<file path="config.mk">
export PLATFORM = sky130hd
export DESIGN_NAME = phase_step_recovery
export DESIGN_NICKNAME = d
export VERILOG_FILES = /design/src/rtl/psr_pkg.sv /design/src/rtl/psr_timer.sv /design/src/rtl/phase_step_recovery.sv
export SDC_FILE = /design/constraint.sdc
export NUM_CORES = 1
export LEC_CHECK = 0
export ABC_CLOCK_PERIOD_IN_PS = 1650
export BUFFER_PORTS_ARGS = -buffer_cell sky130_fd_sc_hd__buf_2
export CORE_ASPECT_RATIO = 0.75
export CORE_UTILIZATION = 40
export CTS_CLUSTER_SIZE = 25
export DETAILED_ROUTE_END_ITERATION = 10
export PLACE_DENSITY = 0.62
export SYNTH_ARGS = -nofsm -noshare
export SYNTH_HDL_FRONTEND = slang
export SYNTH_SLANG_ARGS = --single-unit
</file>
<file path="constraint.sdc">
create_clock -name clk -period 1.65 [get_ports clk]
set_input_delay 0.165 -clock clk [delete_from_list [all_inputs] [get_ports clk]]
set_output_delay 0.165 -clock clk [all_outputs]
set_load 0.005 [all_outputs]
</file>
<file path="src/rtl/psr_pkg.sv">
package psr_pkg;
    typedef enum logic [2:0] {
        ST_IDLE,
        ST_STEP,
        ST_WAIT_LOW,
        ST_WAIT_HIGH,
        ST_RETRY,
        ST_FAIL
    } psr_state_e;
endpackage

</file>
<file path="src/rtl/psr_timer.sv">
module psr_timer #(
    parameter int W = 4
) (
    input  logic         clk,
    input  logic         rst_n,
    input  logic         load,
    input  logic [W-1:0] load_val,
    input  logic         dec,
    output logic         zero
);
    logic [W-1:0] cnt_d, cnt_q;

    always_comb begin
        cnt_d = cnt_q;
        if (load)
            cnt_d = load_val;
        else if (dec)
            cnt_d = cnt_q - 1'b1;
    end

    always_ff @(posedge clk or negedge rst_n) begin
        if (!rst_n) cnt_q <= '0;
        else        cnt_q <= cnt_d;
    end

    assign zero = (cnt_q == '0);

    // the controller never counts down past zero
    a_r6_timer_no_wrap: assert property (@(posedge clk) disable iff (!rst_n)
        (dec && !load) |-> (cnt_q != '0));
endmodule

</file>
<file path="src/rtl/phase_step_recovery.sv">
module phase_step_recovery #(
    parameter int CSEL_W    = 3,
    parameter int STEP_CYC  = 2,
    parameter int TIMEOUT   = 8,
    parameter int MAX_RETRY = 2
) (
    input  logic              clk,
    input  logic              rst_n,
    input  logic              req_valid,
    input  logic              req_updn,
    input  logic [CSEL_W-1:0] req_cntsel,
    output logic              req_ready,
    output logic              done_pulse,
    output logic              err_flag,
    input  logic              pll_phasedone,
    output logic              pll_phasestep,
    output logic              pll_updn,
    output logic [CSEL_W-1:0] pll_cntsel,
    output logic              pll_reset_req
);
    import psr_pkg::*;

    localparam int STEP_W = $clog2(STEP_CYC + 1);
    localparam int TMO_W  = $clog2(TIMEOUT + 1);
    localparam int RTY_W  = $clog2(MAX_RETRY + 1);

    typedef struct packed {
        psr_state_e        st;
        logic              updn;
        logic [CSEL_W-1:0] csel;
        logic [RTY_W-1:0]  retry;
        logic              err;
        logic              done;
    } ctl_t;

    ctl_t r_d, r_q;
    logic step_load, step_dec, step_zero;
    logic tmo_load, tmo_dec, tmo_zero;

    psr_timer #(.W(STEP_W)) u_step_tmr (
        .clk(clk), .rst_n(rst_n), .load(step_load),
        .load_val(STEP_W'(STEP_CYC - 1)), .dec(step_dec), .zero(step_zero)
    );

    psr_timer #(.W(TMO_W)) u_wait_tmr (
        .clk(clk), .rst_n(rst_n), .load(tmo_load),
        .load_val(TMO_W'(TIMEOUT - 1)), .dec(tmo_dec), .zero(tmo_zero)
    );

    always_comb begin
        r_d       = r_q;
        r_d.done  = 1'b0;
        step_load = 1'b0;
        step_dec  = 1'b0;
        tmo_load  = 1'b0;
        tmo_dec   = 1'b0;
        unique case (r_q.st)
            ST_IDLE: begin
                if (req_valid) begin
                    r_d.st    = ST_STEP;
                    r_d.updn  = req_updn;
                    r_d.csel  = req_cntsel;
                    r_d.retry = '0;
                    r_d.err   = 1'b0;
                    step_load = 1'b1;
                end
            end
            ST_STEP: begin
                if (step_zero) begin
                    r_d.st   = ST_WAIT_LOW;
                    tmo_load = 1'b1;
                end else begin
                    step_dec = 1'b1;
                end
            end
            ST_WAIT_LOW: begin
                if (!pll_phasedone) begin
                    r_d.st  = ST_WAIT_HIGH;
                    tmo_dec = !tmo_zero;
                end else if (tmo_zero) begin
                    r_d.st = ST_RETRY;
                end else begin
                    tmo_dec = 1'b1;
                end
            end
            ST_WAIT_HIGH: begin
                if (pll_phasedone) begin
                    r_d.st   = ST_IDLE;
                    r_d.done = 1'b1;
                end else if (tmo_zero) begin
                    r_d.st = ST_RETRY;
                end else begin
                    tmo_dec = 1'b1;
                end
            end
            ST_RETRY: begin
                if (r_q.retry == RTY_W'(MAX_RETRY)) begin
                    r_d.st = ST_FAIL;
                end else begin
                    r_d.retry = r_q.retry + 1'b1;
                    r_d.st    = ST_STEP;
                    step_load = 1'b1;
                end
            end
            ST_FAIL: begin
                r_d.err = 1'b1;
                r_d.st  = ST_IDLE;
            end
            default: r_d.st = ST_IDLE;
        endcase
    end

    always_ff @(posedge clk or negedge rst_n) begin
        if (!rst_n) begin
            r_q <= '{st: ST_IDLE, updn: 1'b0, csel: '0, retry: '0, err: 1'b0, done: 1'b0};
        end else begin
            r_q <= r_d;
        end
    end

    assign req_ready     = (r_q.st == ST_IDLE);
    assign pll_phasestep = (r_q.st == ST_STEP);
    assign pll_reset_req = (r_q.st == ST_FAIL);
    assign pll_updn      = r_q.updn;
    assign pll_cntsel    = r_q.csel;
    assign done_pulse    = r_q.done;
    assign err_flag      = r_q.err;

    // the strobe is only ever driven while busy
    a_r3_step_only_busy: assert property (@(posedge clk) disable iff (!rst_n)
        pll_phasestep |-> !req_ready);
    // held values do not move between two busy cycles
    a_r4_hold_stable: assert property (@(posedge clk) disable iff (!rst_n)
        (!req_ready && $past(!req_ready)) |-> ($stable(pll_updn) && $stable(pll_cntsel)));
    // completion and reset request never coincide
    a_r5_done_or_reset: assert property (@(posedge clk) disable iff (!rst_n)
        $onehot0({done_pulse, pll_reset_req}));
    // completion pulse lasts one cycle
    a_r5_done_single: assert property (@(posedge clk) disable iff (!rst_n)
        done_pulse |=> !done_pulse);
    // reset request is a single-cycle pulse followed by the error flag
    a_r7_reset_single: assert property (@(posedge clk) disable iff (!rst_n)
        pll_reset_req |=> (!pll_reset_req && err_flag));
    // retry counter never exceeds its limit
    a_r6_retry_bound: assert property (@(posedge clk) disable iff (!rst_n)
        r_q.retry <= RTY_W'(MAX_RETRY));
    // the error flag can only clear when a request is taken
    a_r8_err_hold: assert property (@(posedge clk) disable iff (!rst_n)
        (err_flag && !(req_ready && req_valid)) |=> err_flag);
endmodule

</file>
Word-level counts from Yosys, hierarchy flattened --
Cells that the tools add are included.
Storage, ports and cells: bits in registers 17, input bits 8, output and inout port bits 9, word-level logic and storage cells 59
Operators by class: add/subtract/negate cells 3, equal/unequal tests 9, multiplexer cells 27, reductions and logical operators 12
Operators by type and width (count):
- two-way mux 3 bit | 5
- case mux 3 bit (5 select lines) | 1
- two-way mux 1 bit | 11
- two-way mux 10 bit | 1
- two-way mux 4 bit | 2
- nonzero test 2 bit | 4
- equality test 3 x 2 -> 1 bit (second input constant) | 2
- equality test 3 bit (second input constant) | 2
- two-way mux 2 bit | 3
- case mux 1 bit (2 select lines) | 3
- AND reduction 2 bit | 3
- zero test 4 bit | 1
- inequality test 2 bit (second input constant) | 2
- case mux 2 bit (2 select lines) | 1
- subtractor 4 x 1 -> 4 bit (second input constant) | 1
- equality test 3 x 1 -> 1 bit (second input constant) | 1
- zero test 3 bit | 1
- AND reduction 3 bit | 1
- adder 2 x 1 -> 2 bit (second input constant) | 1
- equality test 2 bit (second input constant) | 1
- zero test 2 bit | 1
- inequality test 2 x 1 -> 1 bit (second input constant) | 1
- subtractor 2 x 1 -> 2 bit (second input constant) | 1
- zero test 1 bit | 1

Logic depth before layout (Yosys ltp) --
depth in word-level cells 6, mapped depth 5, mapped depth without buffers 5

Cells and area by module --
From an unflattened synthesis, not the netlist that was laid out.
Second synthesis, totals: cells, all modules 88, area, all modules 958.4 sq um
By module, submodules not included:
- phase_step_recovery | instances 1, cells each 55, area an instance 611.8 sq um, seq. area each 275.3 sq um
- psr_timer (u_wait_tmr) | instances 1, cells each 21, area an instance 230.2 sq um, seq. area each 100.1 sq um
- psr_timer (u_step_tmr) | instances 1, cells each 12, area an instance 116.4 sq um, seq. area each 50.0 sq um

Worst setup path before layout --
No wires, ideal clock.
kind flip-flop to flip-flop, start point reg u_wait_tmr.cnt_q[0], end point reg u_wait_tmr.cnt_q[0], arrival time 1320 ps, path slack 250 ps, cell stages (with the launch flop) 6, buffers on the path 0, period minus slack after synthesis 1400 ps, cells stage by stage dfrtp_1 -> inv_1 -> ha_1 -> or3b_1 -> nand3_1 -> mux2i_1
Between the ends: cells in the longest elaborated chain, start to end 5, elaborated cells on any way between the ends 10, those cells by class add/sub: 1; mux: 6; reduce/logical: 3
RTL lines:
- start: declaration | RTL line psr_timer.sv:11 | logic [W-1:0] cnt_d, cnt_q;
- start signal: assignment | RTL line psr_timer.sv:23 | else cnt_q <= cnt_d;
- zero test 4 bit | RTL line psr_timer.sv:26 | assign zero = (cnt_q == '0);
- two-way mux 1 bit / zero test 1 bit (equally long branches) | RTL line phase_step_recovery.sv:80, phase_step_recovery.sv:90, phase_step_recovery.sv:79
- two-way mux 1 bit (on tied branches) | RTL line phase_step_recovery.sv:87, phase_step_recovery.sv:77
- case mux 1 bit (2 select lines) | RTL line phase_step_recovery.sv:57 | unique case (r_q.st)
- nonzero test 2 bit (no line)
Several ways; a longest one is shown, not always the timed one. The select of a mux whose other input is x is not followed. A chain may end at the register's enable or synchronous reset.

Worst setup path after layout --
start point reg r_q[8] in the netlist's numbering, end point out req_ready
Between the ends: cells in the longest elaborated chain, start to end 1
RTL lines:
- start: declaration | RTL line phase_step_recovery.sv:36 | ctl_t r_d, r_q;
- start signal: assignment | RTL line phase_step_recovery.sv:115 | r_q <= '{st: ST_IDLE, updn: 1'b0, csel: '0, retry: '0, err: 1'b0, done: 1'b0};
- start signal: assignment | RTL line phase_step_recovery.sv:117 | r_q <= r_d;
- zero test 3 bit | RTL line phase_step_recovery.sv:121 | assign req_ready = (r_q.st == ST_IDLE);
- end: declaration | RTL line phase_step_recovery.sv:12 | output logic req_ready,
No other way between the ends.

==> flow_summary_export.csv <==
group,metric,value,unit
status,outcome,"completed",
floorplan,row_count,15,
finish,antennaDiodeCount,0,
sta,max_freq,638,MHz
drt,remaining_drc_errors,0,
cts,h-tree-depth,1,
floorplan,fp.dieH,44.8,microns
drt,detail_route.iter0.violations,9,
power_and_ir_drop,power_density,1710,nW/um^2
finish,area_delta_synth_final,12.8,%
critical_path,worstPathArrival,1.40,ns
cts,cts_resized,0,
sta,rsz0062_at_grt,"false",
sta,min_period,1.57,ns
floorplan,num_io_pins,17,
sta,period_share,95.0,%
power_and_ir_drop,p_leak,0.000533,uW
global_route,gr-max-usage-layer,"met2",
critical_path,cp_max_fo,15,
placement,place_area,1060,sq um
floorplan,initial_core_util,42.3,%
sta,relSlewSlack,68.8,%
yosys,synthesis.area,977,sq um
drt,ant_nets,0,
finish,final_nets,118,
floorplan,dieWidth,59.1,microns
yosys,yosysUniqueCellTypes,37,
placement,gp_congestion,0.755,
cts,cts_sinks,17,
floorplan,core_area,2310,sq um
yosys,synth-seq-area-share,43.5,%
cts,cts_tree,"built",
yosys,synth_compound_area_share,12.0,%
yosys,synthCells,89,
cts,cts_buffers,3,
yosys,yosysTopAreaCell,"dfrtp_1",
cts,clkTransAtPathRegs,0.11,ns
critical_path,required,1.48,ns
yosys,synth_fa_ha_area_share,3.84,%
global_route,antenna_found_initial,0,
placement,dp.cells,135,
sta,skew,0.00903,ns
critical_path,cp-start-kind,"register",
critical_path,cp-end-kind,"primary output",
drt,wl,1.67,mm
yosys,syn_nets,100,
yosys,synth_ff_type,"dfrtp_1",
yosys,async_flop_share,100,%
drt,vias_per_cell,4.94,
yosys,synthXorXnorAreaFrac,1.79,%
finish,utilization,47.8,%
global_route,grt_usage,14.9,%
yosys,synth_edf_count,0,
yosys,synth-seq-cells,17,
finish,ff_latch_area,425,sq um
sta,drv_slew,0,
finish,multi_input_area,475,sq um
cts,clock_latency,0.29,ns
global_route,use_met1,20.7,%
yosys,synthMuxAreaShare,8.83,%
finish,design_area,1100,sq um
critical_path,path_class,"register to primary output",
yosys,synthTopCellsByArea,"dfrtp_1 (44%), mux2_1 (5.8%), ha_1 (3.8%), mux2i_1 (3.1%), inv_1 (2.7%)",
sta,hold_viol,0,
power_and_ir_drop,ir_worst_vdd,0.698,mV
sta,finalSetupTns,0,ns
yosys,ys_warn_count,0,
global_route,use_met3,6.02,%
yosys,synth_top_area_share,43.5,%
worst_hold_path,min_path_type,"input pin to register",
global_route,grt_max_degree,18,
floorplan,die_area,2650,sq um
global_route,grt_pass1_vias,648,
global_route,met2_usage,21.4,%
finish,n_fill_cell,217,
cts,ctsRootBufferMaster,"clkbuf_4",
power_and_ir_drop,finalPower,1880,uW
run,cap_viol_max_count,0,
drt,vias,691,
drt,route.detailed.wl_per_inst,11.9,microns
global_route,grt_pass1_wl,2.86,mm
yosys,synth_top_family_by_area,"simple AND/OR/NAND/NOR gates",
placement,hpwlAfterDp,1.28,mm
sta,finalSetupViolCount,0,
global_route,overflow,0,
cts,cts_setup_buffers,0,
yosys,synthSimpleGateAreaFrac,22.2,%
finish,stdcell_count,140,
cts,cts_buffer_depth,2,
yosys,syn_avg_cell_area,11.0,sq um
sta,tightest_slew,0.469,ns
drt,drt-pass1-iter-count,4,
finish,drive_above_1_share,26.4,%
placement,port_buffers,16,
[final timing paths]
check / from / endpoint / slack, ns / cells past startpoint
worst max-delay path: r_q[8]$_DFFE_PN0P_ / req_ready / 0.08 / 3
worst min-delay path: req_updn / pll_updn$_DFFE_PN0P_ / 0.07 / 2
worst max register to register: u_wait_tmr.cnt_q[0]$_DFFE_PN0P_ / u_wait_tmr.cnt_q[0]$_DFFE_PN0P_ / 0.12 / 5
worst min register to register: pll_cntsel[2]$_DFFE_PN0P_ / pll_cntsel[2]$_DFFE_PN0P_ / 0.49 / 1
max in group asynchronous: rst_n / u_wait_tmr.cnt_q[3]$_DFFE_PN0P_ / 1.06 / 2
min in group asynchronous: rst_n / pll_cntsel[1]$_DFFE_PN0P_ / 0.31 / 2
[through the flow]
stage | hold WS [ns] | setup WS (ns)
floorplan | -0.131 | 0.250
global placement | 0.114 | 0.175
detailed placement | 0.115 | 0.115
CTS | 0.0667 | 0.0737
global route | 0.0650 | 0.00567
finish | 0.0746 | 0.0828
[synth_stat cells, types with 2 or more instances]
master / instances
a21o_1: 2
a21oi_1: 3
a22o_1: 2
and3b_1: 2
buf_4: 3
buf_6: 2
dfrtp_1: 17
ha_1: 3
inv_1: 7
mux2_1: 5
mux2i_1: 3
nand2_1: 3
nand3_1: 3
nor2_1: 7
nor3_1: 3
nor3b_1: 2
xnor2_1: 2
[layout make-up]
| cell class | instances | area share (%) |
|---|---|---|
| repair buffers | 19 | 9.53 |
| flip-flops and latches | 17 | 38.6 |
| multi-input cells | 59 | 43.1 |
| clock inverters | 1 | 0.454 |
| clock buffers | 3 | 2.04 |
| well taps | 34 | 3.86 |
| inverters | 7 | 2.38 |
[sequential cells by signal (all words and copies together), names as in the netlist]
name / cells
done_pulse: 1
u_step_tmr.cnt_q: 2
r_q: 5
err_flag: 1
u_wait_tmr.cnt_q: 4
pll_cntsel: 3
pll_updn: 1
[cell usage in the layout (no fill, tap or decap), types with 2 or more instances in the layout]
cell,synthesis,layout
a22o_1,2,2
nor2_1,7,7
and3b_1,2,2
mux2_1,5,5
ha_1,3,3
buf_2,1,16
buf_4,3,2
clkbuf_4,0,3
xnor2_1,2,2
nand3_1,3,3
inv_1,7,7
mux2i_1,3,3
nand2_1,3,3
nor3b_1,2,2
dfrtp_1,17,17
a21oi_1,3,3
a21o_1,2,2
nor3_1,3,3
[layer usage]
layer,up-vias,wire [microns]
met5,-,0
met4,0,12
met3,2,66
met2,10,709
met1,328,876
li1,351,-
[kinds of logic after synthesis]
group / count (synthesis)
xor gates and xnor gates: 2
buffers and inverters: 13
DFF: 17
adders and majority gates: 3
AOI/OAI and AO/OA: 15
muxes: 8
and+or+nand+nor: 31
[critical path, stage by stage (launching register included)]
cell and delay (ns):
dfrtp_1 0.56, or2_1 0.33, nor2_1 0.10, buf_2 0.11
[power by group]
group | switching, uW | internal [uW]
registers | 180 | 591
logic | 419 | 468
clock network | 136 | 90.2
total | 734 | 1150
[timing repair]
item | 4_1_cts | 5_1_grt
hold buffers | 1 | 0
setup endpoints to repair | 0 | 0
endpoints found under the hold margin | 17 | 0
Note: power is estimated with default switching activity, not from simulation.
